--- src/rtl/pgt_pkg.sv ---
package pgt_pkg;

  // register addresses on the write port
  localparam logic [1:0] ADDR_PRE  = 2'd0;
  localparam logic [1:0] ADDR_CMP  = 2'd1;
  localparam logic [1:0] ADDR_CTL  = 2'd2;
  localparam logic [1:0] ADDR_STAT = 2'd3;

  // control word bit positions
  localparam int CB_RUN  = 0;
  localparam int CB_PWM  = 1;
  localparam int CB_FALL = 2;
  localparam int CB_EN0  = 3;
  localparam int CB_EN1  = 4;
  localparam int CB_IE   = 5;

  // strobes and levels passed from control to datapath
  typedef struct packed {
    logic start;
    logic tick;
    logic edgeHit;
    logic run;
    logic pwmMode;
  } dpCtrl_t;

endpackage

--- src/rtl/pgt_prescale.sv ---
module pgt_prescale #(
  parameter int PRE_W = 8
) (
  input  logic             clk,
  input  logic             rstN,
  input  logic             restart,
  input  logic             enable,
  input  logic [PRE_W-1:0] divVal,
  output logic             tick
);

  logic [PRE_W-1:0] preCnt;
  logic             wrapNow;

  assign wrapNow = (preCnt >= divVal);
  assign tick    = enable && !restart && wrapNow;

  always_ff @(posedge clk or negedge rstN) begin
    if (!rstN) begin
      preCnt <= '0;
    end else if (restart || !enable || wrapNow) begin
      preCnt <= '0;
    end else begin
      preCnt <= preCnt + 1'b1;
    end
  end

  // after a tick the next one needs at least divVal+1 clocks unless divVal is 0
  AST_TICK_GAP: assert property (@(posedge clk) disable iff (!rstN)
    tick |=> (!tick || divVal == '0));

endmodule

--- src/rtl/pgt_edge.sv ---
module pgt_edge (
  input  logic clk,
  input  logic rstN,
  input  logic monIn,
  input  logic fallSel,
  output logic edgeHit
);

  logic syncA, syncB, prevB;

  always_ff @(posedge clk or negedge rstN) begin
    if (!rstN) begin
      syncA <= 1'b0;
      syncB <= 1'b0;
      prevB <= 1'b0;
    end else begin
      syncA <= monIn;
      syncB <= syncA;
      prevB <= syncB;
    end
  end

  assign edgeHit = fallSel ? (prevB && !syncB) : (syncB && !prevB);

  // an edge pulse never lasts two cycles while the selection holds
  AST_EDGE_PULSE: assert property (@(posedge clk) disable iff (!rstN)
    (edgeHit && $stable(fallSel)) |=> (!edgeHit || !$stable(fallSel)));

endmodule

--- src/rtl/pgt_ctrl.sv ---
module pgt_ctrl
  import pgt_pkg::*;
#(
  parameter int DATA_W = 8,
  parameter int CNT_W  = 8,
  parameter int PRE_W  = 8
) (
  input  logic              clk,
  input  logic              rstN,
  input  logic              wrEn,
  input  logic [1:0]        wrAddr,
  input  logic [DATA_W-1:0] wrData,
  input  logic              monIn,
  input  logic              ovf,
  output dpCtrl_t           ctl,
  output logic [CNT_W-1:0]  cmpReg,
  output logic              en0,
  output logic              en1,
  output logic              pending,
  output logic              irq
);

  logic [PRE_W-1:0] preVal;
  logic runQ, pwmQ, fallQ, ieQ, pendQ;
  logic ctlWr, statWr, startStb;
  logic tick, edgeHit;
  logic unusedWr;

  assign unusedWr = ^wrData;
  assign ctlWr    = wrEn && (wrAddr == ADDR_CTL);
  assign statWr   = wrEn && (wrAddr == ADDR_STAT);
  assign startStb = ctlWr && wrData[CB_RUN] && !runQ;

  always_ff @(posedge clk or negedge rstN) begin
    if (!rstN) begin
      preVal <= '0;
      cmpReg <= '0;
      runQ   <= 1'b0;
      pwmQ   <= 1'b0;
      fallQ  <= 1'b0;
      en0    <= 1'b0;
      en1    <= 1'b0;
      ieQ    <= 1'b0;
    end else if (wrEn) begin
      if (wrAddr == ADDR_PRE) preVal <= wrData[PRE_W-1:0];
      if (wrAddr == ADDR_CMP) cmpReg <= wrData[CNT_W-1:0];
      if (ctlWr) begin
        runQ  <= wrData[CB_RUN];
        pwmQ  <= wrData[CB_PWM];
        fallQ <= wrData[CB_FALL];
        en0   <= wrData[CB_EN0];
        en1   <= wrData[CB_EN1];
        ieQ   <= wrData[CB_IE];
      end
    end
  end

  // sticky flag: hardware set beats software clear
  always_ff @(posedge clk or negedge rstN) begin
    if (!rstN) begin
      pendQ <= 1'b0;
    end else if (ovf) begin
      pendQ <= 1'b1;
    end else if (statWr && !wrData[0]) begin
      pendQ <= 1'b0;
    end
  end

  pgt_prescale #(.PRE_W(PRE_W)) uPre (
    .clk     (clk),
    .rstN    (rstN),
    .restart (startStb),
    .enable  (runQ),
    .divVal  (preVal),
    .tick    (tick)
  );

  pgt_edge uEdge (
    .clk     (clk),
    .rstN    (rstN),
    .monIn   (monIn),
    .fallSel (fallQ),
    .edgeHit (edgeHit)
  );

  always_comb begin
    ctl.start   = startStb;
    ctl.tick    = tick;
    ctl.edgeHit = edgeHit;
    ctl.run     = runQ;
    ctl.pwmMode = pwmQ;
  end

  assign pending = pendQ;
  assign irq     = pendQ && ieQ;

  AST_PEND_HW_WINS: assert property (@(posedge clk) disable iff (!rstN)
    ovf |=> pendQ);

  AST_PEND_ONE_NOP: assert property (@(posedge clk) disable iff (!rstN)
    (statWr && wrData[0] && !pendQ && !ovf) |=> !pendQ);

  AST_NO_TICK_IDLE: assert property (@(posedge clk) disable iff (!rstN)
    !runQ |-> !tick);

endmodule

--- src/rtl/pgt_core.sv ---
module pgt_core
  import pgt_pkg::*;
#(
  parameter int CNT_W = 8
) (
  input  logic             clk,
  input  logic             rstN,
  input  dpCtrl_t          ctl,
  input  logic [CNT_W-1:0] cmpReg,
  output logic             timerOut,
  output logic             ovf
);

  localparam logic [CNT_W-1:0] CNT_MAX  = '1;
  localparam logic [CNT_W-1:0] CNT_INIT = {{(CNT_W-1){1'b0}}, 1'b1};

  logic [CNT_W-1:0] cnt;
  logic [CNT_W-1:0] cmpAct;
  logic             capOut;
  logic             capEdge;
  logic             atMax;

  assign capEdge = ctl.run && !ctl.pwmMode && ctl.edgeHit;
  assign atMax   = (cnt == CNT_MAX);
  assign ovf     = ctl.run && ctl.tick && atMax && !ctl.start && !capEdge;

  always_ff @(posedge clk or negedge rstN) begin
    if (!rstN) begin
      cnt    <= CNT_INIT;
      cmpAct <= '0;
      capOut <= 1'b0;
    end else if (ctl.start) begin
      cnt    <= CNT_INIT;
      cmpAct <= cmpReg;
      capOut <= 1'b0;
    end else if (!ctl.run) begin
      cnt    <= CNT_INIT;
      capOut <= 1'b0;
    end else if (capEdge) begin
      cnt    <= CNT_INIT;
      cmpAct <= cmpReg;
      capOut <= 1'b0;
    end else if (ctl.tick && atMax) begin
      cnt    <= CNT_INIT;
      cmpAct <= cmpReg;
      capOut <= 1'b0;
    end else begin
      if (ctl.tick) cnt <= cnt + 1'b1;
      if (!ctl.pwmMode && (cnt > cmpAct)) capOut <= 1'b1;
    end
  end

  always_comb begin
    if (!ctl.run)          timerOut = ctl.pwmMode;
    else if (ctl.pwmMode)  timerOut = (cnt <= cmpAct);
    else                   timerOut = capOut;
  end

  AST_CNT_NONZERO: assert property (@(posedge clk) disable iff (!rstN)
    cnt != '0);

  AST_IDLE_RESET: assert property (@(posedge clk) disable iff (!rstN)
    !ctl.run |=> (cnt == CNT_INIT));

  AST_CMP_HELD: assert property (@(posedge clk) disable iff (!rstN)
    (ctl.run && !ctl.start && !ovf && !capEdge) |=> $stable(cmpAct));

  AST_EDGE_CLEARS: assert property (@(posedge clk) disable iff (!rstN)
    capEdge |=> !capOut);

  AST_OVF_CLEARS: assert property (@(posedge clk) disable iff (!rstN)
    (ovf && !ctl.pwmMode) |=> !capOut);

endmodule

--- src/rtl/pgt_top.sv ---
module pgt_top
  import pgt_pkg::*;
#(
  parameter int DATA_W = 8,
  parameter int CNT_W  = 8,
  parameter int PRE_W  = 8
) (
  input  logic              clk,
  input  logic              rstN,
  input  logic              wrEn,
  input  logic [1:0]        wrAddr,
  input  logic [DATA_W-1:0] wrData,
  input  logic              monIn,
  output logic              pinA,
  output logic              pinB,
  output logic              irq,
  output logic              pending
);

  dpCtrl_t          ctl;
  logic [CNT_W-1:0] cmpReg;
  logic             en0, en1;
  logic             timerOut, ovf;

  pgt_ctrl #(.DATA_W(DATA_W), .CNT_W(CNT_W), .PRE_W(PRE_W)) uCtrl (
    .clk     (clk),
    .rstN    (rstN),
    .wrEn    (wrEn),
    .wrAddr  (wrAddr),
    .wrData  (wrData),
    .monIn   (monIn),
    .ovf     (ovf),
    .ctl     (ctl),
    .cmpReg  (cmpReg),
    .en0     (en0),
    .en1     (en1),
    .pending (pending),
    .irq     (irq)
  );

  pgt_core #(.CNT_W(CNT_W)) uCore (
    .clk      (clk),
    .rstN     (rstN),
    .ctl      (ctl),
    .cmpReg   (cmpReg),
    .timerOut (timerOut),
    .ovf      (ovf)
  );

  assign pinA = timerOut && en0 && ctl.pwmMode;
  assign pinB = timerOut && en1;

  AST_PINA_CAPTURE: assert property (@(posedge clk) disable iff (!rstN)
    !ctl.pwmMode |-> !pinA);

  AST_IDLE_LEVEL: assert property (@(posedge clk) disable iff (!rstN)
    (!ctl.run && en1) |-> (pinB == ctl.pwmMode));

endmodule

--- config.mk ---
export PLATFORM = sky130hd
export DESIGN_NAME = pgt_top
export DESIGN_NICKNAME = d
export VERILOG_FILES = /design/src/rtl/pgt_pkg.sv /design/src/rtl/pgt_prescale.sv /design/src/rtl/pgt_edge.sv /design/src/rtl/pgt_ctrl.sv /design/src/rtl/pgt_core.sv /design/src/rtl/pgt_top.sv
export SDC_FILE = /design/constraint.sdc
export NUM_CORES = 1
export LEC_CHECK = 0
export BUFFER_PORTS_ARGS = -buffer_cell sky130_fd_sc_hd__clkbuf_2
export CAP_MARGIN = 20
export CORE_MARGIN = 2
export CORE_UTILIZATION = 60
export DETAILED_ROUTE_END_ITERATION = 16
export PLACE_DENSITY = 0.85
export SYNTH_ARGS = -nofsm -noshare
export SYNTH_HDL_FRONTEND = slang
export SYNTH_SLANG_ARGS = --single-unit
--- constraint.sdc ---
create_clock -name clk -period 2.91 [get_ports clk]
set_input_delay 0.291 -clock clk [delete_from_list [all_inputs] [get_ports clk]]
set_output_delay 0.291 -clock clk [all_outputs]
set_load 0.01 [all_outputs]
== After elaboration in Yosys (flattened, before gate mapping) ==
Index checks and enable logic that the tools add are counted.

* Register bits: 51
* Latch bits: 0
* Bits in writable memories: 0
* Bits in read-only memories: 0
* Input bits: 14
* Logic and storage cells: 85
* Memories: 0

* Add/sub/neg operators: 2
* $mul: 0
* Div/mod/pow operators: 0
* Order comparisons: 3
* Equality and inequality tests: 6
* Shifts and indexed selects: 0
* Muxes and demuxes: 20
* Bitwise operators: 0
* Reductions and logical operators: 38

{| class="wikitable"
|+ Operators with widths
! kind !! count
|-
| 2-to-1 mux 8 bit || 10
|-
| logical AND 1 bit || 21
|-
| adder 8 x 1 -> 8 bit, second input constant || 2
|-
| 2-to-1 mux 1 bit || 10
|-
| equality test 8 bit, second input constant || 1
|-
| >= comparator 8 bit || 1
|-
| > comparator 8 bit || 1
|-
| <= comparator 8 bit || 1
|-
| AND reduction 2 bit || 4
|-
| logical NOT 1 bit || 7
|-
| != test 5 x 2 -> 1 bit, second input constant || 1
|-
| != test 5 x 3 -> 1 bit, second input constant || 1
|-
| equality test 2 bit, second input constant || 2
|-
| nonzero test 2 bit || 2
|-
| nonzero test 3 bit || 1
|-
| equality test 2 x 1 -> 1 bit, second input constant || 1
|-
| logical NOT 2 bit || 1
|-
| logical OR 1 bit || 2
|}

== Depth between registers and ports, before layout ==
* Depth after elaboration: 12
* Depth in mapped cells: 9

== Cells and area by module ==
A second synthesis with hierarchy kept.

* Cell total of the unflattened synthesis: 217
* Area, all modules: 2638.8 µm²

{| class="wikitable"
|+ By module, submodules not included
! module !! times used !! cells each !! area each (µm²) !! sequential area each (µm²)
|-
| pgt_core || 1 || 92 || 974.7 || 426.7
|-
| pgt_ctrl || 1 || 57 || 928.4 || 575.6
|-
| pgt_prescale || 1 || 60 || 625.6 || 200.2
|-
| pgt_edge || 1 || 6 || 97.6 || 75.1
|-
| pgt_top || 1 || 2 || 12.5 || 0.0
|}

== Least setup slack after synthesis ==
OpenSTA, ideal clock, no wires.

* Kind: register to register
* Start: reg uCtrl.uPre.preCnt[0]
* End: reg uCore.cnt[1]
* Setup time: 0.153 ns
* Arrival: 1.854 ns
* Setup slack: 0.903 ns
* Stages on the path, launching flop included: 10
* Path buffers: 2
* Cell sequence: dfrtp_1 inv_1 ha_1 nand2b_1 a2111oi_0 o31a_1 buf_6 buf_4 mux2i_1 nor2_1

* Longest elaborated chain between the ends: 7

{| class="wikitable"
|+ RTL lines
! item !! RTL line !! source
|-
| start: declaration || pgt_prescale.sv:12 || <nowiki>logic [PRE_W-1:0] preCnt;</nowiki>
|-
| start signal: assignment || pgt_prescale.sv:24 || <nowiki>preCnt <= preCnt + 1'b1;</nowiki>
|-
| >= comparator 8 bit * || pgt_prescale.sv:15 || <nowiki>assign wrapNow = (preCnt >= divVal);</nowiki>
|-
| logical AND 1 bit * || pgt_prescale.sv:16 || <nowiki>assign tick = enable && !restart && wrapNow;</nowiki>
|-
| logical AND 1 bit || pgt_core.sv:43 || <nowiki>end else if (ctl.tick && atMax) begin</nowiki>
|-
| 2-to-1 mux 8 bit || pgt_core.sv:43 ||
|-
| 2-to-1 mux 8 bit || pgt_core.sv:39 || <nowiki>end else if (capEdge) begin</nowiki>
|-
| 2-to-1 mux 8 bit || pgt_core.sv:36 || <nowiki>end else if (!ctl.run) begin</nowiki>
|-
| 2-to-1 mux 8 bit || pgt_core.sv:32 || <nowiki>end else if (ctl.start) begin</nowiki>
|-
| end signal: assignment || pgt_core.sv:48 || <nowiki>if (ctl.tick) cnt <= cnt + 1'b1;</nowiki>
|-
| end: declaration || pgt_core.sv:17 || <nowiki>logic [CNT_W-1:0] cnt;</nowiki>
|}

Mark *: on every way between the ends. The rest lies on a longest branch, timed or not.
A chain may end at the register's enable or synchronous reset.

== Final worst setup path ==
* Start: reg uCore.cnt[5]
* End: out pinB

* Longest elaborated chain between the ends: 4

{| class="wikitable"
|+ RTL lines
! item !! RTL line !! source
|-
| <= comparator 8 bit || pgt_core.sv:55 || <nowiki>else if (ctl.pwmMode) timerOut = (cnt <= cmpAct);</nowiki>
|-
| 2-to-1 mux 1 bit || pgt_core.sv:55 ||
|-
| 2-to-1 mux 1 bit || pgt_core.sv:54 || <nowiki>if (!ctl.run) timerOut = ctl.pwmMode;</nowiki>
|-
| logical AND 1 bit || pgt_top.sv:51 || <nowiki>assign pinB = timerOut && en1;</nowiki>
|-
| end: declaration || pgt_top.sv:15 || <nowiki>output logic pinB,</nowiki>
|}

Every way passes these cells.

==> impl_metrics.toml <==
[die]
dieArea_sq_um = 5030
die_w_um = 70.9
core_sq_um = 4320
pin_count = 18
initial_utilization_pct = 62.2
std_cell_rows = 24
dieHeight_um = 70.9

[place]
io_buffers = 17
dp_hpwl_um = 3970
finalWeightedCongestion = 0.825

[timing]
hold_slack_ps = -3.24
rsz0062_at_grt = "false"
clock_skew_ps = 6.45
max_freq_mhz = 405
min_period_ps = 2470
hold_viol = 7
timing.final.crit_share_pct = 84.9
tightest_slew_ps = 667
slew_violations = 0
fin_setup_tns_ps = 0
slew_headroom_pct = 55.5
finalSetupViolCount = 0

[route]
drc = 0
via_per_inst = 5.97
vias = 2059
wire_per_inst_um = 15.5
wirelength_um = 5360
drtPass1Iterations = 4
ant_nets = 0
drt_iter0_drc = 145

[clocking]
cts_tree = "done"
cts_max_level = 2
postCtsSetupRepairBufs = 0
hold_buffers = 0
clockBufferDepth = 2
cts.sinks = 51
cts-root-buf = "clkbuf_8"
numCtsBuffers = 5
clk_pin_slew_ps = 90
post_cts_resized = 0
insertion_delay_ps = 300

[synth]
ys_warn_count = 0
synth-main-ff-cell = "dfrtp_1"
synth-seq-area-share_pct = 47.5
post_synth.cell_area_avg_sq_um = 9.84
yosys.area.top_type = "dfrtp_1"
synth_nets = 305
netlist.area_leader.share_pct = 46.6
synth_area_leaders = "dfrtp_1 (47%), ha_1 (8.4%), nand2_1 (7.0%)"
syn_inst = 273
synth_edf_count = 0
synth_cell_types = 43
ys_ff_latch = 51
syn_area_sq_um = 2690
synthArstFlopShare_pct = 100

[worst_hold_path]
hold_class = "in -> async"

[global_route]
grt_pass1_vias = 2069
grt_start_max_net_pins = 27
gr-usage-all-layers_pct = 24.3
grt_pass1_wl_um = 9740
antenna_found_initial = 0
gr-total-overflow = 0

[final_layout]
seq_area_sq_um = 1280
drive_gt1_share_pct = 14.7
layout_common_cells = "nand2_1 (50), dfrtp_1 (50), o211ai_1 (20)"
nFillCells = 361
multi_input_area_sq_um = 1280
fin_nets = 324
area_delta_synth_final_pct = 7.82
diodes = 0

[flow_run]
max_cap_viol_count = 0

[setup_path]
critPathRequiredTime_ps = 2620
path_class = "reg -> out"
crit_path_max_fanout = 6
worstSetupStartpointType = "register"
endpoint_kind = "output port"
cp.arrival_ps = 2180

[run_status]
status = "complete, but fails checks"
violations = "hold timing"

[power]
ir_drop_v = 0.000411
powerDensity_nw_per_um2 = 601
p_leak_nw = 1.35
power_mw = 1.74
-- metrics by stage --
step / cell area [sq um] / instances / util, % / worst slack [ps]
2_1_floorplan: 2690 / 273 / - / 903
3_3_place_gp: 2810 / 337 / 65.0 / 811
3_5_place_dp: 2810 / 337 / 65.0 / 709
4_1_cts: 2900 / 345 / 67.0 / 489
5_1_grt: 2900 / 345 / 67.0 / 341
6_report: 2900 / 345 / 67.0 / 441
-- cells in the mapped netlist, types with 2 or more instances --
master / number
dfrtp_1: 50
nand2_1: 50
o211ai_1: 20
ha_1: 18
inv_1: 18
nor2_1: 11
o21ai_0: 10
a21oi_1: 9
mux2_2: 9
nand3_1: 7
nand4_1: 6
nand2b_1: 5
xor2_1: 5
clkbuf_1: 4
o21a_1: 4
a21o_1: 3
and3_1: 3
buf_4: 3
mux2i_1: 3
or3_1: 3
or4_1: 3
and2_1: 2
buf_6: 2
nor2b_1: 2
o21ai_1: 2
o31ai_1: 2
or2_2: 2
xnor2_1: 2
-- logic make-up after synthesis --
| logic type | count (synthesis) | share of synthesized area (%) |
|---|---|---|
| compound gates | 58 | 14.5 |
| simple gates | 99 | 17.5 |
| flops | 51 | 47.5 |
| mux | 12 | 4.89 |
| xor+xnor | 7 | 2.28 |
| fa+ha+maj | 18 | 8.38 |
| buf+inv | 28 | 4.93 |
-- worst max-delay path, cell delays in order, from the launching register on --
cell      delay, ps
dfrtp_1         460
ha_1            320
a21oi_1         140
nor2b_1          60
o21ai_0         320
nand3_1         170
a41oi_1         240
clkbuf_2        160
-- sequential cells by signal, indices dropped and copies added (netlist names) --
name	count
uCtrl.uEdge.syncB	1
uCore.cnt	8
uCtrl.fallQ	1
uCtrl.pending	1
uCore.capOut	1
uCtrl.uPre.preCnt	8
uCtrl.en0	1
uCtrl.uEdge.syncA	1
uCtrl.uEdge.prevB	1
uCtrl.en1	1
uCtrl.ieQ	1
uCtrl.runQ	1
uCtrl.pwmQ	1
uCore.cmpAct	8
uCtrl.cmpReg	8
uCtrl.preVal	8
-- final timing paths --
| check | to | start | cells past startpoint | slack [ps] |
|---|---|---|---|---|
| setup / recovery | pinB | uCore.cnt[5]$_DFFE_PN0P_ | 7 | 440 |
| hold / removal | uCtrl.preVal[7]$_DFFE_PN0P_ | rstN | 1 | -3 |
| setup reg to reg | uCore.cnt[7]$_DFFE_PN0P_ | uCtrl.uPre.preCnt[0]$_DFF_PN0_ | 8 | 690 |
| hold reg to reg | uCtrl.uEdge.syncB$_DFF_PN0_ | uCtrl.uEdge.syncA$_DFF_PN0_ | 0 | 360 |
| max in group asynchronous | uCore.cnt[0]$_DFFE_PN1P_ | rstN | 2 | 2190 |
| min in group clk | uCtrl.uEdge.syncA$_DFF_PN0_ | monIn | 1 | 90 |
-- power breakdown --
group          switching (mW)  internal [mW]
combinational           0.234          0.176
sequential             0.0984          0.828
clock                   0.237          0.170
-- cell type report --
| type | instances | area share, % |
|---|---|---|
| clock inverters | 3 | 0.648 |
| repair buffers | 22 | 4.23 |
| inverters | 18 | 2.33 |
| clock buffers | 5 | 2.37 |
| flip-flops and latches | 51 | 44.1 |
| multi-input cells | 194 | 44.1 |
| well taps | 52 | 2.25 |
-- per-layer routing --
layer	track usage [%]	up-vias	share of wire [%]
li1	-	1003	-
met1	34.6	1010	46
met2	39.8	39	49
met3	3.85	7	3.8
met4	5.66	0	1.2
met5	0	-	0
(Power assumes the default switching activity.)
